### src/rtl/stk_fetch_pkg.sv
// Shared constants for the fetch and address unit.
// Assumes the select vector uses the bit positions listed here.
package stk_fetch_pkg;
    localparam int NSRC = 5;

    typedef enum int {
        SRC_IP   = 0,
        SRC_AREG = 1,
        SRC_RTOP = 2,
        SRC_OFS  = 3,
        SRC_INC  = 4
    } src_idx_e;
endpackage

### src/rtl/fa_slot_seq.sv
// Instruction word holder and slot sequencer.
// Takes the word on mem data while waiting for a fetch. A call word is
// reported and not stored. A packed word is split into SLOTS fields of
// OP_W bits, taken from the top, below the call flag.
// Assumes the controller keeps the bus on program memory while fetch is high.
module fa_slot_seq #(
    parameter int WORD_W = 16,
    parameter int OP_W   = 5,
    parameter int SLOTS  = 3,
    localparam int SLOT_W = (SLOTS > 1) ? $clog2(SLOTS) : 1,
    localparam int CALL_W = WORD_W - 1
) (
    input  logic              clk,
    input  logic              rst_n,
    input  logic [WORD_W-1:0] word_i,
    input  logic              step_i,
    input  logic              jump_i,
    output logic              need_o,
    output logic              call_take_o,
    output logic [CALL_W-1:0] call_tgt_o,
    output logic              jump_take_o,
    output logic [OP_W-1:0]   op_o,
    output logic [SLOT_W-1:0] slot_o
);
    localparam logic [SLOT_W-1:0] LAST_SLOT = SLOT_W'(SLOTS - 1);

    logic [WORD_W-1:0] ir_q;
    logic [SLOT_W-1:0] slot_q;
    logic              need_q;
    logic [OP_W-1:0]   field [SLOTS];

    // Call decode: flag bit set on a word that arrives while waiting.
    always_comb begin
        call_take_o = need_q && word_i[WORD_W-1];
        call_tgt_o  = word_i[CALL_W-1:0];
        jump_take_o = jump_i && !need_q;
    end

    // Slice the held word into its opcode fields, slot 0 at the top.
    for (genvar k = 0; k < SLOTS; k++) begin : g_field
        assign field[k] = ir_q[CALL_W-1-k*OP_W -: OP_W];
    end

    // Present the field picked by the slot counter.
    always_comb begin
        op_o = '0;
        for (int k = 0; k < SLOTS; k++) begin
            if (slot_q == SLOT_W'(k)) op_o = field[k];
        end
    end

    // Word load, slot advance and discard on jumps.
    always_ff @(posedge clk) begin
        if (!rst_n) begin
            ir_q   <= '0;
            slot_q <= '0;
            need_q <= 1'b1;
        end else if (need_q) begin
            if (!word_i[WORD_W-1]) begin
                ir_q   <= word_i;
                slot_q <= '0;
                need_q <= 1'b0;
            end
        end else if (jump_i) begin
            slot_q <= '0;
            need_q <= 1'b1;
        end else if (step_i) begin
            if (slot_q == LAST_SLOT) begin
                slot_q <= '0;
                need_q <= 1'b1;
            end else begin
                slot_q <= slot_q + SLOT_W'(1);
            end
        end
    end

    assign need_o = need_q;
    assign slot_o = slot_q;

    // the slot index never leaves its range.
    always_comb begin
        a_r5_slot_range: assert (!rst_n || slot_q <= LAST_SLOT);
    end

    a_r5_last_step_fetches: assert property (@(posedge clk) disable iff (!rst_n)
        (step_i && !need_q && slot_q == LAST_SLOT) |=> need_q);

    a_r6_call_keeps_fetch: assert property (@(posedge clk) disable iff (!rst_n)
        (need_q && word_i[WORD_W-1]) |=> need_q);

    a_r7_jump_discards: assert property (@(posedge clk) disable iff (!rst_n)
        (jump_i && !need_q) |=> need_q);

    a_r8_load_at_slot0: assert property (@(posedge clk) disable iff (!rst_n)
        (need_q && !word_i[WORD_W-1]) |=> (!need_q && slot_q == '0));
endmodule

### src/rtl/fa_next_addr.sv
// Next-address selector and instruction pointer update, purely combinational.
// Call has priority over the select. Assumes the select is one-hot or zero.
module fa_next_addr
    import stk_fetch_pkg::*;
#(
    parameter int ADDR_W = 16,
    parameter int CALL_W = 15
) (
    input  logic [NSRC-1:0]   sel_i,
    input  logic [ADDR_W-1:0] addr_q_i,
    input  logic [ADDR_W-1:0] ip_q_i,
    input  logic [ADDR_W-1:0] a_reg_i,
    input  logic [ADDR_W-1:0] r_top_i,
    input  logic [ADDR_W-1:0] inline_i,
    input  logic              call_take_i,
    input  logic [CALL_W-1:0] call_tgt_i,
    input  logic              jump_take_i,
    output logic [ADDR_W-1:0] addr_d_o,
    output logic [ADDR_W-1:0] ip_d_o,
    output logic [ADDR_W-1:0] addr_inc_o
);
    logic off_prog;

    // Choose the address for the next memory cycle.
    always_comb begin
        addr_inc_o = addr_q_i + ADDR_W'(1);
        if (call_take_i)         addr_d_o = ADDR_W'(call_tgt_i);
        else if (sel_i[SRC_IP])  addr_d_o = ip_q_i;
        else if (sel_i[SRC_AREG]) addr_d_o = a_reg_i;
        else if (sel_i[SRC_RTOP]) addr_d_o = r_top_i;
        else if (sel_i[SRC_OFS])  addr_d_o = a_reg_i + inline_i;
        else if (sel_i[SRC_INC])  addr_d_o = addr_inc_o;
        else                      addr_d_o = addr_q_i;
    end

    // Park the following address when a non-program source takes the bus.
    always_comb begin
        off_prog = sel_i[SRC_AREG] | sel_i[SRC_RTOP] | sel_i[SRC_OFS];
        ip_d_o   = (off_prog && !call_take_i && !jump_take_i) ? addr_inc_o : ip_q_i;
    end
endmodule

### src/rtl/fa_ptr_regs.sv
// Address and instruction pointer registers. The address register drives
// the memory port directly. Assumes next values come from fa_next_addr.
module fa_ptr_regs
    import stk_fetch_pkg::*;
#(
    parameter int ADDR_W = 16,
    parameter int CALL_W = 15
) (
    input  logic              clk,
    input  logic              rst_n,
    input  logic [NSRC-1:0]   sel_i,
    input  logic              call_take_i,
    input  logic [CALL_W-1:0] call_tgt_i,
    input  logic [ADDR_W-1:0] addr_d_i,
    input  logic [ADDR_W-1:0] ip_d_i,
    output logic [ADDR_W-1:0] addr_q_o,
    output logic [ADDR_W-1:0] ip_q_o
);
    // Latch both pointers on the clock edge.
    always_ff @(posedge clk) begin
        if (!rst_n) begin
            addr_q_o <= '0;
            ip_q_o   <= '0;
        end else begin
            addr_q_o <= addr_d_i;
            ip_q_o   <= ip_d_i;
        end
    end

    a_r2_sel_onehot: assert property (@(posedge clk) disable iff (!rst_n)
        $onehot0(sel_i));

    a_r2_increment: assert property (@(posedge clk) disable iff (!rst_n)
        (sel_i[SRC_INC] && !call_take_i) |=> addr_q_o == $past(addr_q_o) + ADDR_W'(1));

    a_r2_hold: assert property (@(posedge clk) disable iff (!rst_n)
        (sel_i == '0 && !call_take_i) |=> $stable(addr_q_o));

    a_r4_ip_untouched: assert property (@(posedge clk) disable iff (!rst_n)
        !(sel_i[SRC_AREG] || sel_i[SRC_RTOP] || sel_i[SRC_OFS]) |=> $stable(ip_q_o));

    a_r6_call_target: assert property (@(posedge clk) disable iff (!rst_n)
        call_take_i |=> addr_q_o == ADDR_W'($past(call_tgt_i)));
endmodule

### src/rtl/stk_fetch_unit.sv
// Fetch and memory address unit of a 16-bit stack processor.
// Assumes a controller picks the next source a cycle ahead and that memory
// returns the word at mem_addr_o within the same cycle.
module stk_fetch_unit
    import stk_fetch_pkg::*;
#(
    parameter int ADDR_W = 16,
    parameter int WORD_W = 16,
    parameter int OP_W   = 5,
    parameter int SLOTS  = 3,
    localparam int SLOT_W = (SLOTS > 1) ? $clog2(SLOTS) : 1,
    localparam int CALL_W = WORD_W - 1
) (
    input  logic              clk,
    input  logic              rst_n,
    input  logic [NSRC-1:0]   src_sel_i,
    input  logic              jump_i,
    input  logic              step_i,
    input  logic [ADDR_W-1:0] a_reg_i,
    input  logic [ADDR_W-1:0] r_top_i,
    input  logic [ADDR_W-1:0] inline_i,
    input  logic [WORD_W-1:0] mem_rdata_i,
    output logic [ADDR_W-1:0] mem_addr_o,
    output logic              fetch_o,
    output logic              op_valid_o,
    output logic [OP_W-1:0]   op_o,
    output logic [SLOT_W-1:0] slot_o,
    output logic              rpush_o,
    output logic [ADDR_W-1:0] rpush_data_o,
    output logic [CALL_W-1:0] call_target_o
);
    logic              need, call_take, jump_take;
    logic [CALL_W-1:0] call_tgt;
    logic [ADDR_W-1:0] addr_q, ip_q, addr_d, ip_d, addr_inc;

    fa_slot_seq #(.WORD_W(WORD_W), .OP_W(OP_W), .SLOTS(SLOTS)) u_seq (
        .clk(clk), .rst_n(rst_n), .word_i(mem_rdata_i), .step_i(step_i),
        .jump_i(jump_i), .need_o(need), .call_take_o(call_take),
        .call_tgt_o(call_tgt), .jump_take_o(jump_take), .op_o(op_o),
        .slot_o(slot_o)
    );

    fa_next_addr #(.ADDR_W(ADDR_W), .CALL_W(CALL_W)) u_next (
        .sel_i(src_sel_i), .addr_q_i(addr_q), .ip_q_i(ip_q), .a_reg_i(a_reg_i),
        .r_top_i(r_top_i), .inline_i(inline_i), .call_take_i(call_take),
        .call_tgt_i(call_tgt), .jump_take_i(jump_take), .addr_d_o(addr_d),
        .ip_d_o(ip_d), .addr_inc_o(addr_inc)
    );

    fa_ptr_regs #(.ADDR_W(ADDR_W), .CALL_W(CALL_W)) u_regs (
        .clk(clk), .rst_n(rst_n), .sel_i(src_sel_i), .call_take_i(call_take),
        .call_tgt_i(call_tgt), .addr_d_i(addr_d), .ip_d_i(ip_d),
        .addr_q_o(addr_q), .ip_q_o(ip_q)
    );

    // Drive the outward-facing status and push request.
    always_comb begin
        mem_addr_o    = addr_q;
        fetch_o       = need;
        op_valid_o    = !need;
        rpush_o       = call_take;
        rpush_data_o  = addr_inc;
        call_target_o = call_tgt;
    end
endmodule

### config.mk
export PLATFORM = sky130hd
export DESIGN_NAME = stk_fetch_unit
export DESIGN_NICKNAME = d
export VERILOG_FILES = /design/src/rtl/stk_fetch_pkg.sv /design/src/rtl/fa_slot_seq.sv /design/src/rtl/fa_next_addr.sv /design/src/rtl/fa_ptr_regs.sv /design/src/rtl/stk_fetch_unit.sv
export SDC_FILE = /design/constraint.sdc
export NUM_CORES = 1
export LEC_CHECK = 0
export BUFFER_PORTS_ARGS = -buffer_cell sky130_fd_sc_hd__buf_2
export CORE_MARGIN = 2
export CORE_UTILIZATION = 46
export DETAILED_ROUTE_END_ITERATION = 10
export PLACE_DENSITY_LB_ADDON = 0.2
export SYNTH_ARGS = -nofsm -noshare
export SYNTH_HDL_FRONTEND = slang
export SYNTH_SLANG_ARGS = --single-unit
### constraint.sdc
create_clock -name clk -period 2.1 [get_ports clk]
set_input_delay 0.21 -clock clk [delete_from_list [all_inputs] [get_ports clk]]
set_output_delay 0.21 -clock clk [all_outputs]
set_load 0.02 [all_outputs]
# --- Word level (Yosys, flattened, before mapping) ---
# Cells that the tools add are included.
totals:
  register_bits: 50
  inputBits: 73
  output_inout_bits: 57
  elab_cells: 49
classes:
  addsub: 3
  n_eq_ne: 3
  mux: 19
  n_bitwise: 4
  n_reduce_logical: 14
op_table:
  columns: ["operator", "count"]
  rows:
  - ["16-bit two-way mux", 5]
  - ["16-bit by 1-bit adder with 16-bit output (second input constant)", 1]
  - ["16-bit adder", 1]
  - ["15-bit two-way mux", 1]
  - ["5-bit two-way mux", 3]
  - ["2-bit two-way mux", 5]
  - ["6-bit nonzero test", 1]
  - ["1-bit two-way mux", 5]
  - ["5-bit nonzero test", 1]
  - ["1-bit logical AND", 4]
  - ["2-bit AND reduction", 2]
  - ["1-bit zero test", 3]
  - ["3-bit nonzero test", 1]
  - ["2-bit by 1-bit adder with 2-bit output (second input constant)", 1]
  - ["2-bit by 1-bit equality test with 1-bit output (second input constant)", 1]
  - ["2-bit equality test (second input constant)", 1]
  - ["2-bit zero test", 1]
  - ["2-bit inequality test (second input constant)", 1]
  - ["1-bit NOT", 2]
  - ["1-bit OR", 2]
  - ["2-bit OR reduction", 1]

# --- Logic depth before layout (Yosys ltp) ---
logic_depth:
  word_depth: 7
  ltp_mapped: 10
  mapped_depth_nobuf: 10

# --- Hierarchy ---
# Synthesis repeated with hierarchy kept, for this count alone.
unflattened:
  cells_unflattened: 523
  hier_area_um2: 4021.4
by_module_without_submodules:
  columns: ["module", "n_inst", "cells_per_inst", "area_each_um2", "seq_area_each_um2"]
  rows:
  - ["fa_next_addr", 1, 343, 2200.9, 0.0]
  - ["fa_slot_seq", 1, 112, 920.9, 360.3]
  - ["fa_ptr_regs", 1, 67, 895.9, 640.6]
  - ["stk_fetch_unit", 1, 1, 3.8, 0.0]

# --- Worst setup path after synthesis ---
# Ideal clock, no wire load.
synth_path:
  path_kind: "register -> register"
  start: "register u_regs.addr_q_o[0]"
  end: "register u_regs.addr_q_o[10]"
  setup_time_ns: 0.076
  arrival_ns: 2.036
  required_time_ns: 2.024
  setup_slack_ns: -0.011
  path_stages_with_launch: 8
  path_buffers: 0
  synth_period_minus_slack_ns: 2.111
  path_cell_list: "dfxtp_1 ha_1 nand3_1 nor2_1 and3_1 xor2_1 o221ai_1 o22ai_1"
synth_via:
  elab_chain_len: 7
synth_lines:
  columns: ["element", "line_no", "text"]
  rows:
  - ["start, declared", "fa_ptr_regs.sv:16", "output logic [ADDR_W-1:0] addr_q_o,"]
  - ["start signal, assigned", "fa_ptr_regs.sv:25", "addr_q_o <= addr_d_i;"]
  - ["16-bit by 1-bit adder with 16-bit output", "fa_next_addr.sv:26", "addr_inc_o = addr_q_i + ADDR_W'(1);"]
  - ["named net rpush_data_o[10]", "stk_fetch_unit.sv:29", "output logic [ADDR_W-1:0] rpush_data_o,"]
  - ["16-bit two-way mux", "fa_next_addr.sv:32", "else if (sel_i[SRC_INC]) addr_d_o = addr_inc_o;"]
  - ["16-bit two-way mux", "fa_next_addr.sv:31", "else if (sel_i[SRC_OFS]) addr_d_o = a_reg_i + inline_i;"]
  - ["16-bit two-way mux", "fa_next_addr.sv:30", "else if (sel_i[SRC_RTOP]) addr_d_o = r_top_i;"]
  - ["16-bit two-way mux", "fa_next_addr.sv:29", "else if (sel_i[SRC_AREG]) addr_d_o = a_reg_i;"]
  - ["16-bit two-way mux", "fa_next_addr.sv:28", "else if (sel_i[SRC_IP]) addr_d_o = ip_q_i;"]
  - ["15-bit two-way mux", "fa_next_addr.sv:27", "if (call_take_i) addr_d_o = ADDR_W'(call_tgt_i);"]
# The timed path passes the listed nets, and every way through them passes these cells. The select of a mux whose other input is x is not followed.
# A chain may end at the register's enable or synchronous reset.

# --- Worst setup path after layout ---
layout_path:
  start: "register u_regs.addr_q_o[1]"
  end: "output port rpush_data_o[14]"
layout_via:
  elab_chain_len: 1
layout_lines:
  columns: ["element", "line_no"]
  rows:
  - ["16-bit by 1-bit adder with 16-bit output", "fa_next_addr.sv:26"]
  - ["end, declared", "stk_fetch_unit.sv:29"]
# No other way between the ends.

==> results.md <==
* Remaining Overflow, GRT at 0
* Mapped cell area at 3770 um2
* # IOs at between 100 and 150
* CTS Sinks at 50
* Core ar. at around 8000 um2
* Hold depth at 3
* Top area cells in the synthesized netlist: dfxtp_1 27%, nor2_1 6.5%, nand2_1 6.4%, a21oi_1 6.2%, ha_1 5.3%
* Final number of hold-violating endpoints at 0
* Vias in the first global route at around 4100
* Worst Path Max Fanout at 5
* Final worst path period share at about 97%
* Max Cap Viol at 0
* Die ar. at between 8000 and 9000 um2
* Global-route wire length before repair at approximately 21 mm
* Register-to-register setup slack at about 0.26 ns
* Total global routing track utilization at a little under a third
* Hold Path Sink: u_seq.ir_q[3]$_SDFFE_PN0P_
* Post-route non-filler standard cell count at between 700 and 800
* R2R depth at 8
* Final Max Tran Viols at 0
* Yosys cell types at 60
* RSZ-0062 raised after global routing: no
* DP HPWL at approximately 11 mm
* CTS Buf Count at 5
* Reg-to-reg startpoint: u_regs.addr_q_o[1]$_SDFFE_PN0P_
* Worst-margin pin slew at between 0.5 and 0.6 ns
* Relative slew slack at approximately 64%
* Number of I/O port buffers at 129
* Site row count at 33
* Maximum clock frequency at ~0.5 GHz
* Clock Path Buffers at 2
* DRC Markers at 0
* Via Count at roughly 4400
* Crit. End Element: output port
* CTS tree: done
* Power per cell area at around 560 nW/um2
* Final min period at slightly above 2 ns
* Latest clock arrival within the worst-skew pair at 0.32 ns
* Maximum VDD drop at approximately 0.00033 V
* Synth Flop Type: dfxtp_1
* CTS root buf: clkbuf_8
* Hold path start: mem_rdata_i[3]
* Element type at the critical path start: flop
* Sum Neg Setup Slack at 0 ns
* Syn Inst Count at 513
* H-tree depth at 2
* TritonRoute pass-1 iters at 5
* Worst endpoint required time at approximately 1.9 ns
* DIE WIDTH at between 90 and 100 um
* Area growth syn-to-layout at 30.0%
* Setup Skew at ~0.012 ns
* Worst min path class: primary input to flop
* Reg-to-Reg End: u_regs.addr_q_o[12]$_SDFFE_PN0P_
* Pin count of the biggest net entering global routing at 25
* Syn_area_per_cell at between 7 and 8 um2
* DRT iter0 DRCs at between 400 and 500
* Initial antenna violation count at 0
* Fin nets at 743
* Final Wtd Congestion at between 0.9 and 1
* Number of synthesized flops with an enable pin at 0
* CTS Hold Bufs at 0
* Layout cell share with drive strength beyond 1 at between 30% and 40%
* Outcome: completed
* Antenna cells at 0
* Wire length per cell at between 15 and 20 um
* Routed WL at between 10 and 15 mm
* Vias/cell at around 5.8
* Crit path kind: flop to output port
* Warnings, synthesis at 0
* Top-area cell type share of the netlist area at between 20% and 30%
* Worst Path Arrival at 1.82 ns
* CTS clk-pin slew, worst paths at 0.11 ns
* Leakage at 2.27 nW
* Seq/Total Area, Yosys at about a quarter
* Ys async rst share at 0%
* Syn Nets at ~600
* Number of synthesized register bits at 50
* Antenna Nets Post-Route at 0
* Largest area contributor in the netlist: dfxtp_1
* Setup violations, final at 0
* Inst Count DP at between 700 and 800
* Starting Density at a little under half
* Die Height at 94.5 um
how the worst max path moves through the flow:
| stage | startpoint | to | slack (ns) | depth (start not counted) |
|---|---|---|---|---|
| after floorplan | u_regs.addr_q_o[0]$_SDFFE_PN0P_ | u_regs.addr_q_o[10]$_SDFFE_PN0P_ | 0.12 | 7 |
| after global placement | a_reg_i[0] | u_regs.addr_q_o[14]$_SDFFE_PN0P_ | -0.09 | 11 |
| after detailed placement | a_reg_i[0] | u_regs.addr_q_o[14]$_SDFFE_PN0P_ | -0.16 | 11 |
| after CTS | u_regs.addr_q_o[2]$_SDFFE_PN0P_ | rpush_data_o[15] | 0.007 | 5 |
| after global routing | a_reg_i[0] | u_regs.addr_q_o[14]$_SDFFE_PN0P_ | 0.002 | 11 |
| final | u_regs.addr_q_o[1]$_SDFFE_PN0P_ | rpush_data_o[14] | 0.07 | 7 |
cell type report:
cell class                 count  area [um2]
tap                          105         131
sequential                    50        1020
inverter                      29         109
fill                         809        3200
clock buffer                   5        68.8
clock inverter                 3        25.0
timing repair buffer         173         993
multi-input combinational    394        2550
layout by cell type, fill, tap and decap left out, types with 6 or more instances in the layout:
cell type | netlist | layout
a21oi_1 | 47 | 46
mux2i_1 | 17 | 17
a221oi_1 | 9 | 9
dfxtp_1 | 50 | 42
nor2_1 | 65 | 62
nand2_1 | 64 | 64
a211oi_1 | 18 | 18
nor3_1 | 16 | 16
buf_4 | 15 | 45
nand3_1 | 18 | 16
o21ai_0 | 26 | 25
inv_1 | 27 | 27
a31oi_1 | 6 | 6
ha_1 | 16 | 15
buf_2 | 6 | 127
xnor2_1 | 12 | 11
cell families after synthesis:
family	count (synthesis)	synth area share, %
flip-flops	50	26.6
adder cells (fa/ha/maj)	17	5.85
XOR/XNOR	22	5.11
buffers and inverters	69	9.17
multiplexers	17	4.52
AO/OA/AOI/OAI	151	26.4
AND/OR/NAND/NOR	187	22.4
stage by stage:
| stage | power, W | util (%) | setup WS (ns) | hold slack [ns] | instance area [um2] |
|---|---|---|---|---|---|
| 2_1_floorplan | 0.00173 | - | 0.121 | 0.337 | 3770 |
| 3_3_place_gp | 0.00210 | 57.3 | -0.0883 | 0.443 | 4640 |
| 3_5_place_dp | 0.00211 | 57.3 | -0.156 | 0.450 | 4640 |
| 4_1_cts | 0.00271 | 59.0 | 0.00731 | 0.144 | 4780 |
| 5_1_grt | 0.00289 | 60.5 | 0.00173 | 0.142 | 4900 |
| 6_report | 0.00276 | 60.5 | 0.0714 | 0.145 | 4900 |
worst max-delay path: stages (launching register included):
cell,delay [ns]
dfxtp_2,0.39
ha_2,0.22
nand3_4,0.12
nor2_4,0.18
nand3_4,0.12
xor2_4,0.22
inv_1,0.09
buf_2,0.16
timing repair:
item	CTS	global route
endpoints found under the setup margin	8	9
pin swaps	1	4
resized for setup	13	22
setup buffers	1	2
power breakdown:
part	leakage (nW)	switching, W	internal, W
sequential	0.416	0.0000763	0.00102
combinational	1.80	0.000623	0.000414
clock	0.0447	0.000378	0.000242
synthesized netlist by cell type, types with 2 or more instances:
cell / number
clkbuf_1: 14
xnor2_1: 12
a31oi_1: 6
a211oi_1: 18
ha_1: 16
o211ai_1: 3
buf_2: 6
nand4_1: 5
a21oi_1: 47
and2_1: 2
o41ai_1: 3
and3_1: 3
buf_4: 15
a22oi_1: 4
o22ai_1: 5
a222oi_1: 2
a221oi_1: 9
nor3b_1: 2
buf_6: 3
nand3_1: 18
nor2b_1: 2
a21o_1: 3
xor2_1: 10
o21ai_0: 26
dfxtp_1: 50
inv_1: 27
o221ai_1: 4
o31ai_1: 3
nor3_1: 16
mux2i_1: 17
o21a_1: 5
nand2_1: 64
nor2_1: 65
buf_1: 2
sequential cells by signal (all words and copies together), names as in the netlist:
name             flops
u_seq.ir_q          15
u_seq.slot_o         2
u_regs.addr_q_o     16
u_seq.need_o         1
u_regs.ip_q_o       16
routing by layer:
layer,track usage [%],vias to the layer above,routed length (um)
met5,0,-,0
met4,7.61,0,297
met3,3.83,25,1270
met2,49.8,259,6190
met1,43.4,2035,5870
li1,-,2102,-
Power figures use the tool's default switching activity.
